--- config.mk ---
export PLATFORM = sky130hd
export DESIGN_NAME = ni_pktz
export DESIGN_NICKNAME = d
export VERILOG_FILES = /design/src/rtl/ni_pktz.sv
export SDC_FILE = /design/constraint.sdc
export NUM_CORES = 1
export LEC_CHECK = 0
export BUFFER_PORTS_ARGS = -buffer_cell sky130_fd_sc_hd__buf_2
export CAP_MARGIN = 20
export CORE_ASPECT_RATIO = 0.6
export CORE_UTILIZATION = 60
export DETAILED_ROUTE_END_ITERATION = 8
export MAX_ROUTING_LAYER = met4
export PLACE_DENSITY = 0.92
export RECOVER_POWER = 25
export SLEW_MARGIN = 40
export SYNTH_ARGS = -nofsm -noshare
export SYNTH_HDL_FRONTEND = slang
export SYNTH_SLANG_ARGS = --single-unit
--- constraint.sdc ---
create_clock -name clk -period 9.1 [get_ports clk]
set_input_delay 0.91 -clock clk [delete_from_list [all_inputs] [get_ports clk]]
set_output_delay 0.91 -clock clk [all_outputs]
set_load 0.005 [all_outputs]
--- src/rtl/ni_pktz.sv ---
module ni_pktz #(
  parameter int AW   = 16,
  parameter int DW   = 32,
  parameter int LW   = 3,
  parameter int RW   = 8,
  parameter int IDXW = 2,
  parameter int WIN  = 4,
  parameter logic [(1<<IDXW)*RW-1:0] ROUTE_TABLE = {8'h3C, 8'h21, 8'h12, 8'h05}
) (
  input  logic          clk,
  input  logic          rst_n,
  input  logic          req_valid,
  output logic          req_ready,
  input  logic          req_write,
  input  logic [AW-1:0] req_addr,
  input  logic [LW-1:0] req_len,
  input  logic          wr_valid,
  output logic          wr_ready,
  input  logic [DW-1:0] wr_data,
  output logic          tx_valid,
  output logic [DW+1:0] tx_flit,
  input  logic          tx_ack,
  input  logic          tx_nack,
  input  logic          rx_valid,
  input  logic [DW+1:0] rx_flit,
  output logic          rx_ack,
  output logic          rx_nack,
  output logic          rsp_valid,
  output logic [DW+1:0] rsp_flit,
  input  logic          rsp_ready
);
  localparam int FW   = DW + 2;
  localparam int MAXB = 1 << LW;
  localparam int CW   = $clog2(MAXB + 2);
  localparam int OW   = $clog2(WIN + 1);
  localparam logic [1:0] FT_HEAD = 2'b01, FT_BODY = 2'b10, FT_TAIL = 2'b11;

  logic          busy, is_wr, rewind;
  logic [DW-1:0] hdr_q, hdr_word;
  logic [CW-1:0] nflits, loaded, snd, acked;
  logic [OW-1:0] outst, outst_n;
  logic [DW-1:0] beat_mem [MAXB];
  logic [RW-1:0] route;
  logic [LW-1:0] rd_idx, wr_idx;
  logic [1:0]    cur_type;
  logic [DW-1:0] cur_pay;
  logic          accept, wr_fire, send, resp;

  assign req_ready = !busy;
  assign wr_ready  = busy && is_wr && (loaded < nflits);
  assign accept    = req_valid && req_ready;
  assign wr_fire   = wr_valid && wr_ready;
  assign resp      = tx_ack || tx_nack;
  assign send      = busy && !rewind && (snd < loaded) && (outst < OW'(WIN));
  assign outst_n   = outst + OW'(send) - OW'(resp);
  assign route     = ROUTE_TABLE[req_addr[AW-1 -: IDXW]*RW +: RW];
  assign rd_idx    = LW'(snd - CW'(1));
  assign wr_idx    = LW'(loaded - CW'(1));

  always_comb begin
    hdr_word             = '0;
    hdr_word[AW-1:0]     = req_addr;
    hdr_word[AW]         = req_write;
    hdr_word[AW+LW:AW+1] = req_len;
    hdr_word[DW-1 -: RW] = route;
  end

  always_comb begin
    if (snd == '0) begin
      cur_type = FT_HEAD;
      cur_pay  = hdr_q;
    end else begin
      cur_type = (snd == nflits - CW'(1)) ? FT_TAIL : FT_BODY;
      cur_pay  = is_wr ? beat_mem[rd_idx] : '0;
    end
  end

  always_ff @(posedge clk)
    if (busy && wr_fire) beat_mem[wr_idx] <= wr_data;

  always_ff @(posedge clk) begin
    if (!rst_n) begin
      busy     <= 1'b0;
      is_wr    <= 1'b0;
      rewind   <= 1'b0;
      hdr_q    <= '0;
      nflits   <= '0;
      loaded   <= '0;
      snd      <= '0;
      acked    <= '0;
      outst    <= '0;
      tx_valid <= 1'b0;
      tx_flit  <= '0;
    end else begin
      tx_valid <= send;
      if (send) tx_flit <= {cur_type, cur_pay};
      outst <= outst_n;
      if (accept) begin
        busy   <= 1'b1;
        hdr_q  <= hdr_word;
        is_wr  <= req_write;
        nflits <= req_write ? CW'(req_len) + CW'(2) : CW'(2);
        loaded <= req_write ? CW'(1) : CW'(2);
        snd    <= '0;
        acked  <= '0;
        rewind <= 1'b0;
      end else if (busy) begin
        if (wr_fire) loaded <= loaded + CW'(1);
        if (rewind && outst_n == '0) begin
          snd    <= '0;
          acked  <= '0;
          rewind <= 1'b0;
        end else begin
          if (send) snd <= snd + CW'(1);
          if (tx_nack) rewind <= 1'b1;
          else if (tx_ack && !rewind) begin
            if (acked + CW'(1) == nflits) busy <= 1'b0;
            else acked <= acked + CW'(1);
          end
        end
      end
    end
  end

  logic [FW-1:0] rxm [2];
  logic          wp, rp, drop_q;
  logic [1:0]    cnt;
  logic          rx_head, room, take, refuse, pop;

  assign rx_head   = rx_flit[FW-1 -: 2] == FT_HEAD;
  assign room      = cnt != 2'd2;
  assign take      = rx_valid && room && (rx_head || !drop_q);
  assign refuse    = rx_valid && !take;
  assign rsp_valid = cnt != 2'd0;
  assign rsp_flit  = rxm[rp];
  assign pop       = rsp_valid && rsp_ready;

  always_ff @(posedge clk)
    if (take) rxm[wp] <= rx_flit;

  always_ff @(posedge clk) begin
    if (!rst_n) begin
      wp      <= 1'b0;
      rp      <= 1'b0;
      cnt     <= '0;
      drop_q  <= 1'b0;
      rx_ack  <= 1'b0;
      rx_nack <= 1'b0;
    end else begin
      rx_ack  <= take;
      rx_nack <= refuse;
      if (take) wp <= ~wp;
      if (pop) rp <= ~rp;
      cnt <= cnt + 2'(take) - 2'(pop);
      if (refuse) drop_q <= 1'b1;
      else if (take && rx_head) drop_q <= 1'b0;
    end
  end
endmodule

# Yosys cells after proc, flatten, opt, wreduce, memory -nomap -nowiden
# Memories as Yosys holds them, arrays and structs flattened. A register that Yosys moved wholly into a read port is not among the register bits.
# Cells that the tools add are included.
dict set report classes {
  order_cmp 3
  eq_ne 6
  n_addsub 11
  mux 31
  shift 1
  n_bitwise 3
  reduce_logical 35
}
# cell count
set op_table {}
lappend op_table {{two-way mux 32 bit} 2}
lappend op_table {{two-way mux 4 bit} 10}
lappend op_table {{indexed part select 32 x 6 -> 8 bit (first input constant)} 1}
lappend op_table {{two-way mux 1 bit} 17}
lappend op_table {{logical AND 1 bit} 15}
lappend op_table {{nonzero test 2 bit} 7}
lappend op_table {{adder 4 x 1 -> 4 bit (second input constant)} 3}
lappend op_table {{== test 4 bit} 2}
lappend op_table {{less-than comparator 4 bit} 2}
lappend op_table {{AND reduction 2 bit} 3}
lappend op_table {{subtractor 3 x 1 -> 3 bit (second input constant)} 2}
lappend op_table {{adder 3 x 2 -> 4 bit (second input constant)} 1}
lappend op_table {{logical NOT 1 bit} 4}
lappend op_table {{logical NOT 4 bit} 1}
lappend op_table {{two-way mux 2 bit} 2}
lappend op_table {{!= test 2 bit (second input constant)} 2}
lappend op_table {{AND reduction 4 bit} 1}
lappend op_table {{subtractor 4 x 1 -> 4 bit (second input constant)} 1}
lappend op_table {{adder 3 x 1 -> 3 bit} 1}
lappend op_table {{logical NOT 3 bit} 1}
lappend op_table {{less-than comparator 3 bit (second input constant)} 1}
lappend op_table {{NOT 1 bit} 3}
lappend op_table {{subtractor 3 x 1 -> 3 bit} 1}
lappend op_table {{adder 2 x 1 -> 2 bit} 1}
lappend op_table {{other kinds (5)} 6}
dict set report word_totals {
  input_bits 94
  mem_count 2
  ram_bits 324
  register_bits 92
}
# memory depth width rd rd_clocked_by_memory_dff write_ports line
set memory_table {}
lappend memory_table {beat_mem 8 32 1 0 1 42} ;# logic [DW-1:0] beat_mem [MAXB];
lappend memory_table {rxm 2 34 1 1 1 125} ;# logic [FW-1:0] rxm [2];

# Logic depth before layout (Yosys ltp)
dict set report logic_depth {
  depth_word 11
  mapped_depth 16
}

# Worst setup path before layout
# No wires, ideal clock.
dict set report synth_timing {
  path_type {register to register}
  from {reg nflits[1]}
  to {mem beat_mem[3][0], enable pin}
  required_time_ns 8.598
  slack_ns 4.217
  path_stages_with_launch 7
  t_arrival_ns 4.382
  n_path_buf 0
  cell_sequence {dfxtp_1 > inv_1 > ha_1 > a21o_1 > a21oi_1 > o21ai_0 > nor4_1}
}
dict set report synth_via {
  elab_chain_cells 6
}
# element line
set synth_rtl {}
lappend synth_rtl {{start: declaration} 40} ;# logic [CW-1:0] nflits, loaded, snd, acked;
lappend synth_rtl {{start signal: assignment} 102} ;# nflits <= req_write ? CW'(req_len) + CW'(2) : CW'(2);
lappend synth_rtl {{less-than comparator 4 bit} 50} ;# assign wr_ready = busy && is_wr && (loaded < nflits);
lappend synth_rtl {{logical AND 1 bit} 50}
lappend synth_rtl {{logical AND 1 bit} 52} ;# assign wr_fire = wr_valid && wr_ready;
lappend synth_rtl {{logical AND 1 bit} 79} ;# if (busy && wr_fire) beat_mem[wr_idx] <= wr_data;
lappend synth_rtl {{two-way mux 1 bit} 79}
lappend synth_rtl {{two-way mux 1 bit (not written as such)} 79}
lappend synth_rtl {{end: declaration} 42}
# No other way between the ends.

# Final worst setup path
dict set report layout_timing {
  from {reg loaded[1]}
  to {reg acked[0]}
}
dict set report layout_via {
  elab_chain_cells 9
  elab_cells_between_ends 12
  cone_classes {add/sub (2); order compare (1); eq/ne (2); mux (1); reduce/logical (6)}
}
# element line
set layout_rtl {}
lappend layout_rtl {{start: declaration} 40}
lappend layout_rtl {{start signal: assignment} 103} ;# loaded <= req_write ? CW'(1) : CW'(2);
lappend layout_rtl {{start signal: assignment} 108} ;# if (wr_fire) loaded <= loaded + CW'(1);
lappend layout_rtl {{less-than comparator 4 bit (*)} 54} ;# assign send = busy && !rewind && (snd < loaded) && (outst < OW'(WIN));
lappend layout_rtl {{logical AND 1 bit (*) (2 in a row)} 54}
lappend layout_rtl {{adder 3 x 1 -> 3 bit (*)} 55} ;# assign outst_n = outst + OW'(send) - OW'(resp);
lappend layout_rtl {{subtractor 3 x 1 -> 3 bit (*)} 55}
lappend layout_rtl {{logical NOT 3 bit (*)} 109} ;# if (rewind && outst_n == '0) begin
lappend layout_rtl {{logical AND 1 bit (*)} 109}
lappend layout_rtl {{!= test 2 bit (no line), or another cell as far along} -}
lappend layout_rtl {{AND reduction 4 bit (no line)} -}
lappend layout_rtl {{end signal: assignment} 118} ;# else acked <= acked + CW'(1);
lappend layout_rtl {{end: declaration} 40}
# Every way passes the cells marked *; elsewhere a longest branch is shown, timed or not.
# A chain may end at the register's enable or synchronous reset.

==> impl_metrics.csv <==
group,metric,value,unit
detailed_routing,via_per_inst,6.161,
clock_network,cts_resized,0,
synthesis,yosysSeqAreaShare,0.7126,
timing,rsz0062_at_grt,"false",
timing,final_max_slew_viol_count,0,
global_routing,grt_max_degree,64,
clock_network,clock_latency,0.52,ns
clock_network,clockRootBuffer,"clkbuf_16",
global_routing,grt_pass1_vias,9796,
critical_path,critPathLaunchType,"flip-flop",
detailed_routing,ant_nets,0,
detailed_routing,routed.top_layer,"met4",
detailed_routing,drt_iter0_drc,1241,
timing,setup_viol,0,
finish,area_growth,15.14,%
clock_network,htreeDepth,2,
placed_design,gp_congestion,0.8572,
floorplan,io_pins,168,
floorplan,initial_core_util,0.6104,
synthesis,yosysUniqueCellTypes,54,
critical_path,cp.arrival,4.82,ns
job,cap_violations,0,
synthesis,async_flop_share,0,
timing,min_period,4.435,ns
synthesis,syn-instance-count,1057,
detailed_routing,wl_met2,17.41,mm
synthesis,netlist_top_cells_area,"edfxtp_1, dfxtp_1, mux2i_1",
hold_path,hold_path_class,"reg2reg",
placed_design,dp_hpwl,22.18,mm
synthesis,yosys.area.top_type,"edfxtp_1",
pwr,ir_drop,0.1839,mV
pwr,p_per_area,222.7,mW/mm^2
timing,hold_viol_final,0,
synthesis,yosysTopAreaCellShare,0.6034,
critical_path,path_cells,"inv_1, ha_1, a211oi_1, o21a_4, inv_1, ha_1, inv_1, ha_1, fa_1, xnor3_1, nor4_1, nor2_1, o21ai_0, mux2i_1",
finish,layout-drive-gt1-share,0.2251,
critical_path,cpMaxStageDelayCell,"o21a_4",
detailed_routing,drc,0,
synthesis,syn-num-nets,1171,
placed_design,port_buffers,167,
synthesis,syn_area,0.01613,sq mm
outcome,status,"completed",
clock_network,cts_sinks,412,
synthesis,ys_seq_elements,412,
clock_network,clk_pin_slew,0.07,ns
floorplan,die-area,0.02756,sq mm
detailed_routing,dr.pass1.iters,7,
synthesis,avgSynthCellArea,15.26,sq um
timing,finalSetupTns,0,ns
critical_path,cp_top_family,"adder cells",
timing,relSlewSlack,0.4096,
floorplan,coreArea,0.02642,sq mm
detailed_routing,wl_per_cell,22.81,um
critical_path,crit_path_max_incr_delay,0.66,ns
critical_path,end_kind,"flip-flop",
clock_network,cts_buffer_depth,3,
critical_path,cp.required,9.48,ns
global_routing,antenna_found_initial,3,
synthesis,synth_common_cells,"edfxtp_1, mux2i_1, dfxtp_1",
timing,fin_crit_sh,0.4873,
clock_network,cts_tree,"built",
floorplan,std_cell_rows,46,
synthesis,synthFlopType,"edfxtp_1",
floorplan,die_w,213.6,um
finish,utilization,0.7028,
global_routing,grt_pass1_wl,54.25,mm
pwr,p_leak,6.271,nW
timing,worst_pin_slew,0.8816,ns
clock_network,hold_buffers,0,
detailed_routing,wl_met3,3.478,mm
global_routing,track_usage,0.2761,
detailed_routing,dr_total_vias,9969,
finish,final_nets,1341,
synthesis,synth_most_common_cell,"edfxtp_1",
critical_path,critPathMaxFanout,63,
clock_network,numCtsBuffers,36,
critical_path,crit_type,"reg2reg",
global_routing,grt-ovfl-total,0,
critical_path,path_buf_inv,3,
detailed_routing,wl_met1,14.94,mm
synthesis,yosys_warnings,0,
clock_network,post_cts_buffers,0,
synthesis,synth-edff-count,324,
timing,clock_skew,0.009306,ns
floorplan,die_h,129.0,um
finish,fillCellCount,1649,
detailed_routing,wirelength,36.91,mm
timing,fmax,225.5,MHz
metrics by stage:
stage / instances / instance area [sq um] / total power [W] / hold slack [ns] / setup slack [ns]
2_1_floorplan: 1057 / 16130 / 0.002468 / 0.4360 / 4.217
3_5_place_dp: 1549 / 17440 / 0.002655 / 0.4541 / 4.819
5_1_grt: 1616 / 18560 / 0.004261 / 0.4807 / 4.468
6_report: 1618 / 18570 / 0.004135 / 0.4631 / 4.665
4_1_cts: 1613 / 18600 / 0.004152 / 0.4622 / 4.757
3_3_place_gp: 1548 / 17410 / 0.002627 / 0.4419 / 4.655
placed cells by master, fill, tap and decap left out, types with 6 or more instances in the layout:
cell type	n
edfxtp_1	324
buf_2	129
mux2i_1	102
dfxtp_1	88
nand2_1	86
a21oi_1	67
a22oi_1	50
clkbuf_1	49
o21ai_0	38
clkbuf_16	38
mux2_2	36
a32oi_1	25
inv_1	23
buf_4	22
nor2_1	19
ha_1	18
nand3_1	14
xnor2_1	14
mux4_2	14
nand2b_1	7
and2_1	6
nor2_2	6
clkinv_2	6
final timing paths:
| kind | slack [ns] | start | cells past startpoint | to |
|---|---|---|---|---|
| setup / recovery | 4.67 | loaded[1] | 14 | acked[0] |
| setup reg to reg | 4.67 | loaded[1] | 14 | acked[0] |
| hold / removal | 0.46 | hdr_q[25] | 2 | hdr_q[25] |
| hold reg to reg | 0.46 | hdr_q[25] | 2 | hdr_q[25] |
sequential cells by signal, summed over array words and instances (netlist names), named ones only:
| signal | count |
|---|---|
| rewind | 1 |
| tx_valid | 1 |
| rx_ack | 1 |
| drop_q | 1 |
| wp | 1 |
| hdr_q | 24 |
| tx_flit | 34 |
| busy | 1 |
| cnt | 2 |
| snd | 4 |
| rxm | 68 |
| loaded | 4 |
| nflits | 4 |
| beat_mem | 256 |
| rp | 1 |
| rx_nack | 1 |
| outst | 3 |
| acked | 4 |
cell type report:
type	count	area (sq um)	share of cell area
multi-input combinational	561	4372	0.2355
sequential	412	11490	0.6189
clock buffer	54	1061	0.05715
timing repair buffer	191	984.7	0.05304
antenna	5	12.51	0.0006739
inverter	25	93.84	0.005054
tap	360	450.4	0.02426
clock inverter	10	101.3	0.005459
metal layers:
| layer | vias up | GRT usage |
|---|---|---|
| li1 | 4399 | - |
| met4 | 0 | 0.1067 |
| met2 | 543 | 0.4186 |
| met1 | 4933 | 0.3732 |
| met5 | - | - |
| met3 | 94 | 0.05199 |
cells by family after synthesis:
kind of cell / synth area share
AO/OA/AOI/OAI: 0.07891
XOR/XNOR: 0.01373
adder cells (fa/ha/maj): 0.01598
buffers and inverters: 0.02188
flip-flops: 0.7126
multiplexers: 0.1087
AND/OR/NAND/NOR: 0.04819
power breakdown:
| group | internal, W | switching (W) |
|---|---|---|
| clock network | 0.000865 | 0.000649 |
| registers | 0.00212 | 0.0000386 |
| logic | 0.000204 | 0.000261 |
| total | 0.00319 | 0.000949 |
worst min-delay path: stages (launching register included):
cell	delay, ns
dfxtp_1	0.31
nand2_1	0.05
a21oi_1	0.05
(Power assumes the default switching activity.)
